--- src/rtl/fdv_pkg.sv ---
package fdv_pkg;
    typedef enum logic [2:0] {
        ST_BOOT, ST_SIG, ST_CFG, ST_CAP, ST_ID, ST_EVAL, ST_DONE, ST_PARK
    } fdv_state_e;
    localparam logic [31:0] SIG_WORD  = 32'h0FF0A55A;
    localparam int          N_CFG     = 5;
endpackage

--- src/rtl/fdv_sig_check.sv ---
module fdv_sig_check #(
    parameter logic [31:0] EXPECT = 32'h0FF0A55A
) (
    input  logic [1:0] lane,
    input  logic [7:0] din,
    output logic       ok
);
    always_comb ok = (din == EXPECT[8*lane +: 8]);
endmodule

--- src/rtl/fdv_cfg_store.sv ---
module fdv_cfg_store #(
    parameter int N_WORDS = 5,
    localparam int SW = $clog2(N_WORDS)
) (
    input  logic                     clk,
    input  logic                     rst_n,
    input  logic                     we,
    input  logic [SW-1:0]            wsel,
    input  logic [1:0]               bsel,
    input  logic [7:0]               din,
    output logic [N_WORDS-1:0][31:0] words
);
    always_ff @(posedge clk or negedge rst_n) begin
        if (!rst_n)
            words <= '0;
        else if (we)
            words[wsel][8*bsel +: 8] <= din;
    end
endmodule

--- src/rtl/fdv_cap_scan.sv ---
module fdv_cap_scan #(
    parameter int N_ENT = 4,
    parameter int IDW   = 24,
    localparam int IXW  = $clog2(N_ENT),
    localparam int NB   = IDW / 8
) (
    input  logic           clk,
    input  logic           rst_n,
    input  logic           we,
    input  logic [IXW-1:0] esel,
    input  logic [1:0]     bsel,
    input  logic [7:0]     din,
    input  logic [IDW-1:0] probe,
    output logic           hit,
    output logic [IXW-1:0] idx
);
    logic [N_ENT-1:0][IDW-1:0] ent;
    logic [N_ENT-1:0]          eq;

    for (genvar g = 0; g < N_ENT; g++) begin : g_ent
        for (genvar b = 0; b < NB; b++) begin : g_byte
            always_ff @(posedge clk or negedge rst_n) begin
                if (!rst_n)
                    ent[g][8*b +: 8] <= '0;
                else if (we && esel == IXW'(g) && bsel == 2'(b))
                    ent[g][8*b +: 8] <= din;
            end
        end
        assign eq[g] = (ent[g] == probe);
    end

    // lowest index wins: scan downward so the last assignment is the lowest hit
    always_comb begin
        hit = 1'b0;
        idx = '0;
        for (int i = N_ENT - 1; i >= 0; i--) begin
            if (eq[i]) begin
                hit = 1'b1;
                idx = IXW'(i);
            end
        end
    end
endmodule

--- src/rtl/fdesc_seq.sv ---
module fdesc_seq
    import fdv_pkg::*;
#(
    parameter int ADDR_W   = 24,
    parameter int IDW      = 24,
    parameter int N_ENT    = 4,
    parameter int SIG_OFS  = 'h10,
    parameter int MAP_OFS  = 'h14,
    parameter int COMP_OFS = 'h30,
    parameter int MSTR_OFS = 'h60,
    parameter int CAP_OFS  = 'h40,
    localparam int IXW     = $clog2(N_ENT),
    localparam int CW      = $clog2(N_CFG),
    localparam int WW      = (CW > IXW) ? CW : IXW
) (
    input  logic              clk,
    input  logic              rst_n,
    input  logic              dflt_strap,
    output logic              rd_req,
    output logic [ADDR_W-1:0] rd_addr,
    input  logic              rd_ack,
    input  logic [7:0]        rd_data,
    output logic              id_req,
    input  logic              id_ack,
    input  logic [IDW-1:0]    id_data,
    output logic              busy,
    output logic              done,
    output logic              desc_valid,
    output logic              decode_en,
    output logic              cap_match,
    output logic [IXW-1:0]    cap_idx,
    output logic              cap_err,
    output logic              dflt_cmd,
    output logic              halted,
    output logic [31:0]       map_word,
    output logic [31:0]       comp_word,
    output logic [31:0]       mstr0_word,
    output logic [31:0]       mstr1_word,
    output logic [31:0]       mstr2_word,
    output logic [23:0]       rgn_base,
    output logic [23:0]       rgn_size
);
    localparam int ID_BYTES = IDW / 8;

    fdv_state_e         state, nxt;
    logic [WW-1:0]      widx;
    logic [1:0]         bidx;
    logic [IDW-1:0]     id_q;
    logic               valid_q, hit_q, err_q, dflt_q, halt_q;
    logic [IXW-1:0]     idx_q;
    logic               sig_ok, scan_hit;
    logic [IXW-1:0]     scan_idx;
    logic [N_CFG-1:0][31:0] words;
    logic               acc;

    assign acc = rd_req && rd_ack;

    fdv_sig_check #(.EXPECT(SIG_WORD)) u_sig (
        .lane(bidx), .din(rd_data), .ok(sig_ok)
    );

    fdv_cfg_store #(.N_WORDS(N_CFG)) u_cfg (
        .clk(clk), .rst_n(rst_n),
        .we(acc && state == ST_CFG), .wsel(CW'(widx)), .bsel(bidx),
        .din(rd_data), .words(words)
    );

    fdv_cap_scan #(.N_ENT(N_ENT), .IDW(IDW)) u_cap (
        .clk(clk), .rst_n(rst_n),
        .we(acc && state == ST_CAP), .esel(IXW'(widx)), .bsel(bidx),
        .din(rd_data), .probe(id_q), .hit(scan_hit), .idx(scan_idx)
    );

    function automatic logic [ADDR_W-1:0] cfg_base(input logic [WW-1:0] w);
        unique case (w)
            WW'(0):  cfg_base = ADDR_W'(MAP_OFS);
            WW'(1):  cfg_base = ADDR_W'(COMP_OFS);
            default: cfg_base = ADDR_W'(MSTR_OFS) + ADDR_W'((w - WW'(2)) * 4);
        endcase
    endfunction

    // next-state logic
    always_comb begin
        nxt = state;
        unique case (state)
            ST_BOOT: nxt = ST_SIG;
            ST_SIG:  if (acc) begin
                         if (!sig_ok)            nxt = ST_DONE;
                         else if (bidx == 2'd3)  nxt = ST_CFG;
                     end
            ST_CFG:  if (acc && bidx == 2'd3 && widx == WW'(N_CFG - 1)) nxt = ST_CAP;
            ST_CAP:  if (acc && bidx == 2'(ID_BYTES - 1) && widx == WW'(N_ENT - 1)) nxt = ST_ID;
            ST_ID:   if (id_ack) nxt = ST_EVAL;
            ST_EVAL: nxt = ST_DONE;
            ST_DONE: nxt = ST_PARK;
            ST_PARK: nxt = ST_PARK;
            default: nxt = ST_BOOT;
        endcase
    end

    // state register and sequencing counters
    always_ff @(posedge clk or negedge rst_n) begin
        if (!rst_n) begin
            state   <= ST_BOOT;
            widx    <= '0;
            bidx    <= '0;
            id_q    <= '0;
            valid_q <= 1'b0;
            hit_q   <= 1'b0;
            err_q   <= 1'b0;
            dflt_q  <= 1'b0;
            halt_q  <= 1'b0;
            idx_q   <= '0;
        end else begin
            state <= nxt;
            unique case (state)
                ST_SIG: if (acc) begin
                    bidx <= bidx + 2'd1;
                    if (sig_ok && bidx == 2'd3) valid_q <= 1'b1;
                end
                ST_CFG: if (acc) begin
                    bidx <= bidx + 2'd1;
                    if (bidx == 2'd3)
                        widx <= (widx == WW'(N_CFG - 1)) ? '0 : widx + WW'(1);
                end
                ST_CAP: if (acc) begin
                    if (bidx == 2'(ID_BYTES - 1)) begin
                        bidx <= '0;
                        widx <= widx + WW'(1);
                    end else begin
                        bidx <= bidx + 2'd1;
                    end
                end
                ST_ID: if (id_ack) id_q <= id_data;
                ST_EVAL: begin
                    hit_q  <= scan_hit;
                    idx_q  <= scan_idx;
                    err_q  <= !scan_hit;
                    dflt_q <= !scan_hit && dflt_strap;
                    halt_q <= !scan_hit && !dflt_strap;
                end
                default: ;
            endcase
        end
    end

    // outputs
    always_comb begin
        rd_req  = (state == ST_SIG) || (state == ST_CFG) || (state == ST_CAP);
        id_req  = (state == ST_ID);
        unique case (state)
            ST_SIG:  rd_addr = ADDR_W'(SIG_OFS) + ADDR_W'(bidx);
            ST_CFG:  rd_addr = cfg_base(widx) + ADDR_W'(bidx);
            ST_CAP:  rd_addr = ADDR_W'(CAP_OFS) + ADDR_W'(widx * 4) + ADDR_W'(bidx);
            default: rd_addr = '0;
        endcase
        busy       = (state != ST_PARK);
        done       = (state == ST_DONE);
        desc_valid = valid_q;
        decode_en  = (state == ST_DONE || state == ST_PARK) && valid_q && !halt_q;
        cap_match  = hit_q;
        cap_idx    = idx_q;
        cap_err    = err_q;
        dflt_cmd   = dflt_q;
        halted     = halt_q;
        map_word   = words[0];
        comp_word  = words[1];
        mstr0_word = words[2];
        mstr1_word = words[3];
        mstr2_word = words[4];
        rgn_base   = {words[0][11:0], 12'h000};
        rgn_size   = {words[0][27:16], 12'h000};
    end

    // ---------------- assertions ----------------
    p_hold_req_r10: assert property (@(posedge clk) disable iff (!rst_n)
        (rd_req && !rd_ack) |=> (rd_req && $stable(rd_addr)));

    p_one_port_r10: assert property (@(posedge clk) disable iff (!rst_n)
        $onehot0({rd_req, id_req}));

    p_window_r6: assert property (@(posedge clk) disable iff (!rst_n)
        rd_req |-> (rd_addr < ADDR_W'(4096)));

    p_done_pulse_r9: assert property (@(posedge clk) disable iff (!rst_n)
        done |=> (!done && !busy));

    p_decode_valid_r3: assert property (@(posedge clk) disable iff (!rst_n)
        decode_en |-> desc_valid);

    p_halt_excl_r8: assert property (@(posedge clk) disable iff (!rst_n)
        halted |-> (cap_err && !dflt_cmd && !decode_en));

    p_results_hold_r9: assert property (@(posedge clk) disable iff (!rst_n)
        (!busy && $past(!busy)) |-> ($stable(desc_valid) && $stable(cap_err) && $stable(map_word)));
endmodule

--- config.mk ---
export PLATFORM = sky130hd
export DESIGN_NAME = fdesc_seq
export DESIGN_NICKNAME = d
export VERILOG_FILES = /design/src/rtl/fdv_pkg.sv /design/src/rtl/fdv_sig_check.sv /design/src/rtl/fdv_cfg_store.sv /design/src/rtl/fdv_cap_scan.sv /design/src/rtl/fdesc_seq.sv
export SDC_FILE = /design/constraint.sdc
export NUM_CORES = 1
export LEC_CHECK = 0
export CORE_UTILIZATION = 50
export CTS_CLUSTER_DIAMETER = 60
export DETAILED_ROUTE_END_ITERATION = 7
export DONT_BUFFER_PORTS = 1
export GPL_TIMING_DRIVEN = 0
export PLACE_DENSITY_LB_ADDON = 0.12
export SLEW_MARGIN = 20
export SYNTH_ARGS = -nofsm -noshare
export SYNTH_HDL_FRONTEND = slang
export SYNTH_SLANG_ARGS = --single-unit
--- constraint.sdc ---
create_clock -name clk -period 4.8 [get_ports clk]
set_clock_uncertainty 0.1 [all_clocks]
set_input_delay 0.96 -clock clk [delete_from_list [all_inputs] [get_ports clk]]
set_output_delay 0.96 -clock clk [all_outputs]
set_load 0.02 [all_outputs]
==> flow_summary.yaml, run 1 <==
critical_path:
  end_kind: "output port"
  cpPeakStageDelay_ns: 0.74
  crit_slowest_cell: "nor3_1"
  critPathBufInv: 3
  crit_type: "reg2out"
  r2r_cells: 5
  cp_max_fo: 10
  rr_endpoint: "u_cfg.words[125]$_DFFE_PN0P_"
  crit_arrival_ns: 2.98
  reg2reg_from: "bidx[0]$_DFFE_PN0P_"
  cp-start-kind: "flop"
  r2r_setup_slack_ns: 1.89
  cp_cell_sequence: "clkbuf_1 -> inv_1 -> ha_1 -> clkbuf_1 -> a21oi_1 -> a21oi_1 -> nor3_1"
  crit_family: "buffers and inverters"
  worstPathRequired_ns: 3.74
  crit_start: "widx[0]$_DFFE_PN0P_"
global_routing:
  antenna_found_initial: 0
  grt_overflow: 0
  grt_pass1_wl_mm: 49.8
  grt_max_degree: 296
  grt_pass1_vias: 8252
  grt.total_usage_pct: 24.9
sta:
  period_share_pct: 84.2
  worst_slack_ns: 0.758
  fmax_ghz: 0.247
  setup_violations: 0
  hold_viol: 0
  fin_crit_ns: 4.04
  slew_headroom_pct: 37.3
  tightest_slew_ns: 0.933
  slew_viol_final: 0
  rsz0062_at_grt: "false"
  fin_tns_setup_ns: 0
logic_synthesis:
  yosysTopAreaCell: "dfrtp_1"
  ys_warn_count: 0
  synth_cell_type_count: 50
  synthXorXnorAreaFrac_pct: 6.40
  synth_area_um2: 13100
  ys_ff_latch: 295
  synthFlopType: "dfrtp_1"
  synth_top_area_share_pct: 56.2
  yosys-top-cells-count: "dfrtp_1, nand2_1, o21ai_0"
  synth_area_leaders: "dfrtp_1, mux2_2, o21ai_0"
  synth_edf_count: 0
  yosysMostFrequentCell: "dfrtp_1"
  syn_avg_cell_area_um2: 11.1
  synth-compound-area-share_pct: 7.29
  synth_mux_area_share_pct: 11.3
  synth_fa_ha_area_share_pct: 1.52
  yosys.area_share.simple_pct: 10.8
  synth_top_family_by_area: "multiplexers"
  synthCells: 1180
  async_flop_share_pct: 100
  synth.yosys.seq_area_share_pct: 56.2
clock_network:
  root_buffer: "clkbuf_16"
  ctsHoldBuffers: 0
  postCtsSetupBuffers: 0
  clkLatencyLatePin_ns: 0.51
  clkTransAtPathRegs_ns: 0.06
  numCtsBuffers: 34
  htreeDepth: 2
  clockBufferDepth: 3
  ctsResizeCount: 0
  cts_sinks: 295
  cts_tree: "done"
drt:
  wl_mm: 33.7
  drtAntennaViolNets: 0
  drc: 0
  dr.pass1.iters: 5
  wl_per_cell_um: 21.0
  route.vias.total: 8641
  drt-initial-drc-count: 565
  viasPerCell: 5.37
run_status:
  status: "completed"
min_path:
  holdCritPathClass: "in2async"
layout:
  syn2layout_area_growth_pct: 12.9
  drive_above_1_share_pct: 22.8
  fin_nets: 1309
  multiInputGateArea_um2: 5060
  fillers: 2170
  regArea_um2: 7380
  antenna_cells: 0
place:
  hpwl_mm: 23.7
  port_buffers: 0
  gp_congestion: 0.828
  pre_cts_slack_ns: 1.27
floorplan:
  die-height_um: 164
  die_area_um2: 26900
  core_area_um2: 25500
  start_util_pct: 51.6
  die_w_um: 164
  num_io_pins: 281
  fp-row-count: 58
power_and_ir_drop:
  vdd_drop_max_uv: 370
  pwr-share-clk_pct: 32.6
  p_sw_mw: 2.56
  p_int_mw: 5.37
  pwr-share-seq_pct: 39.7
  p_leak_nw: 7.15
  combPwrFrac_pct: 27.8
  swShare_pct: 32.3
  p_per_area_nw_per_um2: 534
job:
  maxCapViolCount: 0
-- power groups by stage --
stage | clock network, mW | registers (mW) | logic, mW
after floorplan | 0 | 3.12 | 1.67
final | 2.58 | 3.14 | 2.20
after CTS | 2.63 | 3.14 | 2.20
after global placement | 0 | 3.17 | 2.17
after global routing | 2.72 | 3.19 | 2.40
after detailed placement | 0 | 3.18 | 2.19
-- flip-flops by register name, indices dropped and copies added (netlist names) --
name	count
dflt_cmd	1
halted	1
cap_err	1
desc_valid	1
id_q	24
cap_match	1
u_cap.ent	96
state	3
widx	3
bidx	2
u_cfg.words	160
cap_idx	2
-- routing by layer --
metal / vias up / wire length (µm) / global-route usage (%)
li1: 4031 / - / -
met1: 4306 / 14600 / 33.3
met2: 258 / 16300 / 41.4
met3: 46 / 2270 / 5.48
met4: 0 / 588 / 5.85
met5: - / 0 / 0
-- layout by cell type (no fill, tap or decap), types with 32 or more instances in the layout --
| cell type | synthesis | routed |
|---|---|---|
| nand2_1 | 204 | 204 |
| xnor2_1 | 64 | 64 |
| conb_1 | 1 | 41 |
| clkbuf_16 | 0 | 37 |
| mux2_2 | 124 | 124 |
| xor2_1 | 32 | 32 |
| clkbuf_1 | 39 | 43 |
| dfrtp_1 | 295 | 295 |
| buf_4 | 67 | 67 |
| o21ai_0 | 158 | 158 |
-- area by class of cell --
| cell class | instances | share of cell area, % |
|---|---|---|
| buffer | 135 | 5.42 |
| clock buffer | 47 | 6.90 |
| clock inverter | 11 | 0.725 |
| sequential | 295 | 49.8 |
| multi-input combinational | 779 | 34.1 |
| inverter | 11 | 0.278 |
| tap | 330 | 2.78 |
-- through the flow --
step / total power [mW] / instances / hold slack (ns) / util [%] / area, µm²
after floorplan: 4.79 / 1220 / 0.384 / - / 13300
after global placement: 5.33 / 1550 / 0.397 / 53.8 / 13700
after detailed placement: 5.38 / 1550 / 0.407 / 53.8 / 13700
after CTS: 7.98 / 1608 / 0.0428 / 58.2 / 14800
after global routing: 8.31 / 1608 / 0.0493 / 58.2 / 14800
final: 7.93 / 1608 / 0.0554 / 58.2 / 14800
-- cells by family (layout without fill, tap and decap cells) --
family / count (synthesis) / after routing
AOI/OAI and AO/OA: 182 / 182
xor gates and xnor gates: 96 / 96
adders and majority gates: 16 / 16
buffers and inverters: 146 / 204
DFF: 295 / 295
muxes: 132 / 132
other: 1 / 41
and+or+nand+nor: 312 / 312
-- worst max path at each step --
stage	endpoint	cells after the start
global placement	rd_addr[5]	7
detailed placement	rd_addr[5]	7
global route	rd_addr[5]	7
floorplan	rd_addr[5]	7
CTS	rd_addr[5]	7
finish	rd_addr[5]	7
Note: power is estimated with default switching activity, not from simulation.
==> inputs of run 2 (changes only) <==
--- a/config.mk
+++ b/config.mk
@@ -5,6 +5,7 @@
 export SDC_FILE = /design/constraint.sdc
 export NUM_CORES = 1
 export LEC_CHECK = 0
+export ABC_AREA = 1
 export CORE_UTILIZATION = 50
 export CTS_CLUSTER_DIAMETER = 60
 export DETAILED_ROUTE_END_ITERATION = 7
==> constraint.sdc (replaced) <==
create_clock -name clk -period 4.2 [get_ports clk]
set_clock_uncertainty 0.1 [all_clocks]
set_input_delay 0.84 -clock clk [delete_from_list [all_inputs] [get_ports clk]]
set_output_delay 0.84 -clock clk [all_outputs]
set_load 0.02 [all_outputs]
==> run 2 against run 1 <==
- the flow now finishes with violations (negative hold slack)
- combinational power decreased by 81%
- setup slack worse by 0.019 ns
- clock power rose by 14%
- cell count increased by 20%
- flip-flop and latch count unchanged
- core utilization is 0.62 points lower
- critical path depth is the same
- die area rose by 5.5%
- via count up 12%
- critical endpoint is now rd_addr[2]
==> flow_summary.yaml, run 2 <==
layout:
  drive_above_1_share_pct: 17.6
  regArea_um2: 7380
  syn2layout_area_growth_pct: 12.6
  fillers: 2409
  multiInputGateArea_um2: 5440
  final_cell_mix: "nand2_1, dfrtp_1, nor2_1"
  mostFrequentLayoutCell: "nand2_1"
  fin_nets: 1591
  regMostFlops: "u_cfg.words"
  reg_top3: "u_cfg.words x160, u_cap.ent x96, id_q x24"
  largest_reg_flops: 160
place:
  port_buffers: 0
  gp_congestion: 0.849
  hpwl_mm: 24.7
  pre_cts_slack_ns: 1.01
drt:
  drt-initial-drc-count: 676
  drtAntennaViolNets: 0
  wl_met3_mm: 2.59
  met1Wirelength_mm: 14.9
  wl_mm: 34.9
  routed.top_layer: "met4"
  dr_wl_met2_mm: 16.5
  dr.pass1.iters: 7
  route.vias.total: 9713
  drc: 0
  wl_per_cell_um: 18.0
  viasPerCell: 5.02
floorplan:
  fp-row-count: 60
  die-height_um: 169
  core_area_um2: 27100
  num_io_pins: 281
  die_w_um: 169
  die_area_um2: 28400
  start_util_pct: 51.2
sta:
  rsz0062_at_grt: "false"
  fmax_ghz: 0.289
  fin_tns_setup_ns: 0
  fin_crit_ns: 3.46
  setup_violations: 0
  slew_headroom_pct: 39.0
  hold_ws_ns: -0.0687
  worst_slack_ns: 0.739
  slew_viol_final: 0
  hold_viol: 40
  period_share_pct: 82.4
  tightest_slew_ns: 0.906
clock_network:
  cts_sinks: 295
  clockBufferDepth: 3
  cts_tree: "done"
  numCtsBuffers: 34
  clkTransAtPathRegs_ns: 0.06
  clkLatencyLatePin_ns: 0.50
  ctsResizeCount: 0
  htreeDepth: 2
  postCtsSetupBuffers: 0
  root_buffer: "clkbuf_16"
critical_path:
  crit_slowest_cell: "o22ai_1"
  crit_arrival_ns: 2.52
  rr_endpoint: "u_cfg.words[149]$_DFFE_PN0P_"
  crit_type: "reg2out"
  reg2reg_from: "bidx[0]$_DFFE_PN0P_"
  r2r_setup_slack_ns: 0.93
  cp_cell_sequence: "clkinv_1 -> ha_1 -> nand2_1 -> nand2_1 -> inv_1 -> a21oi_1 -> o22ai_1"
  cp-start-kind: "flop"
  critPathBufInv: 2
  end_kind: "output port"
  r2r_cells: 9
  worstPathRequired_ns: 3.26
  cp_max_fo: 9
  cpPeakStageDelay_ns: 0.46
  cp_common_cell: "nand2_1"
  crit_family: "compound AO/OA/AOI/OAI gates"
global_routing:
  grt_pass1_wl_mm: 54.6
  grt_max_degree: 296
  grt.total_usage_pct: 25.0
  grt_pass1_vias: 9648
  grt_overflow: 0
  antenna_found_initial: 0
logic_synthesis:
  synth_edf_count: 0
  synth_area_leaders: "dfrtp_1, nand2_1, mux2_2"
  synth_top_area_share_pct: 53.2
  ys_warn_count: 0
  yosysTopAreaCell: "dfrtp_1"
  synth_area_um2: 13900
  ys_ff_latch: 295
  syn_avg_cell_area_um2: 9.48
  synth_cell_type_count: 40
  yosysMostFrequentCell: "nand2_1"
  synth.yosys.seq_area_share_pct: 53.2
  synthCells: 1462
  yosys-top-cells-count: "nand2_1, dfrtp_1, nor2_1"
  synthFlopType: "dfrtp_1"
  async_flop_share_pct: 100
job:
  maxCapViolCount: 0
run_status:
  status: "finished, violations left"
  violations: "negative hold slack"
power_and_ir_drop:
  vdd_drop_max_uv: 246
  totalPowerFinal_mw: 6.34
  p_per_area_nw_per_um2: 406
  p_leak_nw: 7.98
min_path:
  holdCritPathClass: "in2async"
-- run 2: cell count changes after synthesis, moves of 19 or more --
| cell | delta |
|---|---|
| nand2_1 | +135 |
| nor2_1 | +129 |
| inv_1 | +120 |
| xnor2_1 | -60 |
| a21oi_1 | +51 |
| o21ai_0 | -45 |
| buf_2 | -19 |
-- run 2: layer usage --
layer | up-vias | GRT usage [%]
met5 | - | 0
met4 | 0 | 8.02
met3 | 64 | 6.87
li1 | 4688 | -
met2 | 266 | 40.9
met1 | 4695 | 32.4
-- run 2: layout make-up --
type	instances	area share, %
Antenna cell	1	0.0160
Buffer	109	4.45
Clock buffer	50	6.75
Clock inverter	9	0.489
Inverter	134	3.22
Multi-Input combinational cell	964	34.8
Sequential cell	295	47.3
Tap cell	372	2.98
-- run 2: where the power goes --
group          switching [mW]  internal (mW)
clock network            1.14           1.80
registers              0.0757           2.89
logic                   0.275          0.146
total                    1.50           4.84
-- run 2: cells by family after synthesis --
family / share of synthesized area (%)
AO/OA/AOI/OAI: 6.75
XOR/XNOR: 2.65
adder cells (fa/ha/maj): 1.44
buffers and inverters: 8.64
flip-flops: 53.2
multiplexers: 9.75
other: 0.0270
AND/OR/NAND/NOR: 17.5
-- run 2: worst max-delay path by stage --
stage / startpoint / to / depth (start not counted)
floorplan: widx[0]$_DFFE_PN0P_ / rd_addr[2] / 7
global placement: bidx[0]$_DFFE_PN0P_ / state[2]$_DFFE_PN0P_ / 10
detailed placement: bidx[0]$_DFFE_PN0P_ / state[1]$_DFFE_PN0P_ / 10
CTS: widx[0]$_DFFE_PN0P_ / rd_addr[2] / 7
global route: widx[0]$_DFFE_PN0P_ / rd_addr[2] / 7
finish: widx[0]$_DFFE_PN0P_ / rd_addr[2] / 7
-- run 2: per-stage QoR --
step | instance area (µm²) | cells | hold slack (ns) | utilization, %
floorplan | 14000 | 1502 | 0.372 | -
global placement | 14500 | 1874 | 0.385 | 53.4
detailed placement | 14500 | 1874 | 0.393 | 53.4
CTS | 15600 | 1933 | -0.0841 | 57.6
global route | 15600 | 1933 | -0.0913 | 57.6
finish | 15600 | 1934 | -0.0687 | 57.6
-- run 2: worst reg2reg max path: stages, from the launching register on --
cell and delay, ns:
dfrtp_1 0.46, clkbuf_1 0.38, clkbuf_1 0.39, inv_1 0.20, ha_1 0.37, inv_1 0.17, nand2_1 0.08, clkbuf_1 0.23
nor3_1 0.55, mux2_2 0.28
==> inputs of run 3 (changes only) <==
==> constraint.sdc (replaced) <==
create_clock -name clk -period 2.8 [get_ports clk]
set_clock_uncertainty 0.1 [all_clocks]
set_input_delay 0.56 -clock clk [delete_from_list [all_inputs] [get_ports clk]]
set_output_delay 0.56 -clock clk [all_outputs]
set_load 0.02 [all_outputs]
==> run 3 against run 2 <==
- flip-flop and latch count stayed put
- register-to-register slack got worse by 0.77 ns
- core utilization increased by 0.27 points
- global-route usage is essentially flat
- combinational power grew 51%
- die area stayed put
- the flow still finishes with violations (negative hold slack)
- clock power rose by 50%
- power is 50% higher
- hold slack got worse by 0.28 ns
- setup slack got worse by 0.60 ns
- non-clock buffer count is the same
==> flow_summary.yaml, run 3 (synthesized netlist as in run 2, its figures left out) <==
clock_network:
  cts_tree: "done"
  postCtsSetupBuffers: 0
  root_buffer: "clkbuf_16"
  clkLatencyLatePin_ns: 0.51
  cts_sinks: 295
  numCtsBuffers: 34
  clkTransAtPathRegs_ns: 0.06
  clockBufferDepth: 3
  htreeDepth: 2
sta:
  tightest_slew_ns: 0.904
  worst_slack_ns: 0.144
  rsz0062_at_grt: "false"
  setup_violations: 0
  period_share_pct: 94.9
  hold_viol: 295
  slew_headroom_pct: 39.1
  slew_viol_final: 0
  fin_crit_ns: 2.66
  fmax_ghz: 0.376
  hold_ws_ns: -0.353
min_path:
  holdCritPathClass: "in2async"
critical_path:
  worstPathRequired_ns: 2.14
  cp-start-kind: "flop"
  crit_arrival_ns: 2.00
  end_kind: "output port"
  crit_type: "reg2out"
  cp_max_fo: 8
layout:
  mostFrequentLayoutCell: "nand2_1"
  final_cell_mix: "nand2_1, dfrtp_1, nor2_1"
  reg_top3: "u_cfg.words x160, u_cap.ent x96, id_q x24"
  antenna_cells: 0
  syn2layout_area_growth_pct: 13.1
  largest_reg_flops: 160
  fin_nets: 1591
  drive_above_1_share_pct: 18.6
  regMostFlops: "u_cfg.words"
  final_util_pct: 57.9
floorplan:
  num_io_pins: 281
  start_util_pct: 51.2
  die_w_um: 169
  fp-row-count: 60
  die_area_um2: 28400
  core_area_um2: 27100
  die-height_um: 169
global_routing:
  grt_max_degree: 296
  grt_pass1_wl_mm: 54.6
  grt_overflow: 0
  grt.total_usage_pct: 25.0
  grt_pass1_vias: 9659
  antenna_found_initial: 0
run_status:
  status: "finished, violations left"
  violations: "negative hold slack"
place:
  port_buffers: 0
  hpwl_mm: 24.7
  pre_cts_slack_ns: -0.393
  gp_congestion: 0.849
power_and_ir_drop:
  p_per_area_nw_per_um2: 606
  vdd_drop_max_uv: 370
  p_leak_nw: 8.00
job:
  maxCapViolCount: 0
drt:
  drt-initial-drc-count: 686
  drtAntennaViolNets: 0
  dr.pass1.iters: 7
  viasPerCell: 5.03
  drc: 0
  wl_mm: 34.9
  wl_per_cell_um: 18.1
  route.vias.total: 9729
==> run 3: worst paths after layout <==
path	startpoint	to	slack, ns	depth (start not counted)
max	widx[1]$_DFFE_PN0P_	rd_addr[4]	0.14	7
min	rst_n	id_q[18]$_DFFE_PN0P_	-0.35	0
max reg2reg	bidx[0]$_DFFE_PN0P_	u_cfg.words[80]$_DFFE_PN0P_	0.16	9
min reg2reg	u_cap.ent[21]$_DFFE_PN0P_	u_cap.ent[21]$_DFFE_PN0P_	0.40	2
max in group asynchronous	rst_n	u_cfg.words[122]$_DFFE_PN0P_	2.40	0
min in group clk	dflt_strap	dflt_cmd$_DFFE_PN0P_	0.09	2
==> run 3: power breakdown <==
part | switching (mW) | total (mW) | internal (mW)
Combinational | 0.415 | 0.637 | 0.222
Sequential | 0.113 | 4.46 | 4.34
Clock | 1.72 | 4.41 | 2.70
Total | 2.24 | 9.51 | 7.26
==> run 3: repair_timing <==
item                                    4_1_cts  5_1_grt
pin swaps                                     0        1
endpoints found under the setup margin      175      117
endpoints found under the hold margin       295      295
resized for setup                            16        9
==> run 3: worst max-delay path, stage by stage (launching register included) <==
cell and delay, ns:
dfrtp_1 0.45, inv_4 0.10, ha_4 0.22, nand2_1 0.13, nand2_1 0.06, inv_1 0.08, a21oi_1 0.07, a211o_1 0.38
==> run 3: cell type report <==
| type | count | area [µm²] |
|---|---|---|
| fillers | 2403 | 11400 |
| flip-flops and latches | 295 | 7380 |
| multi-input cells | 964 | 5500 |
| clock buffers | 50 | 1050 |
| plain buffers | 109 | 703 |
| inverters | 134 | 508 |
| well taps | 372 | 465 |
| clock inverters | 9 | 76.3 |
==> run 3: per-layer routing <==
metal	routed length (µm)	GRT usage, %	vias up
met3	2510	6.80	64
li1	-	-	4693
met4	866	7.98	0
met1	15000	32.4	4696
met2	16600	41.0	276
met5	0	0	-
==> run 3: per-stage QoR <==
stage	cell area (µm²)	std cells	hold slack, ns	power (mW)	setup TNS (ns)
after global routing	15700	1933	-0.371	9.86	0
after CTS	15700	1933	-0.364	9.60	0
after global placement	14500	1874	0.173	5.15	-16.45
final	15700	1933	-0.353	9.51	0
after detailed placement	14500	1874	0.175	5.16	-21.87
after floorplan	14000	1502	0.164	5.00	0
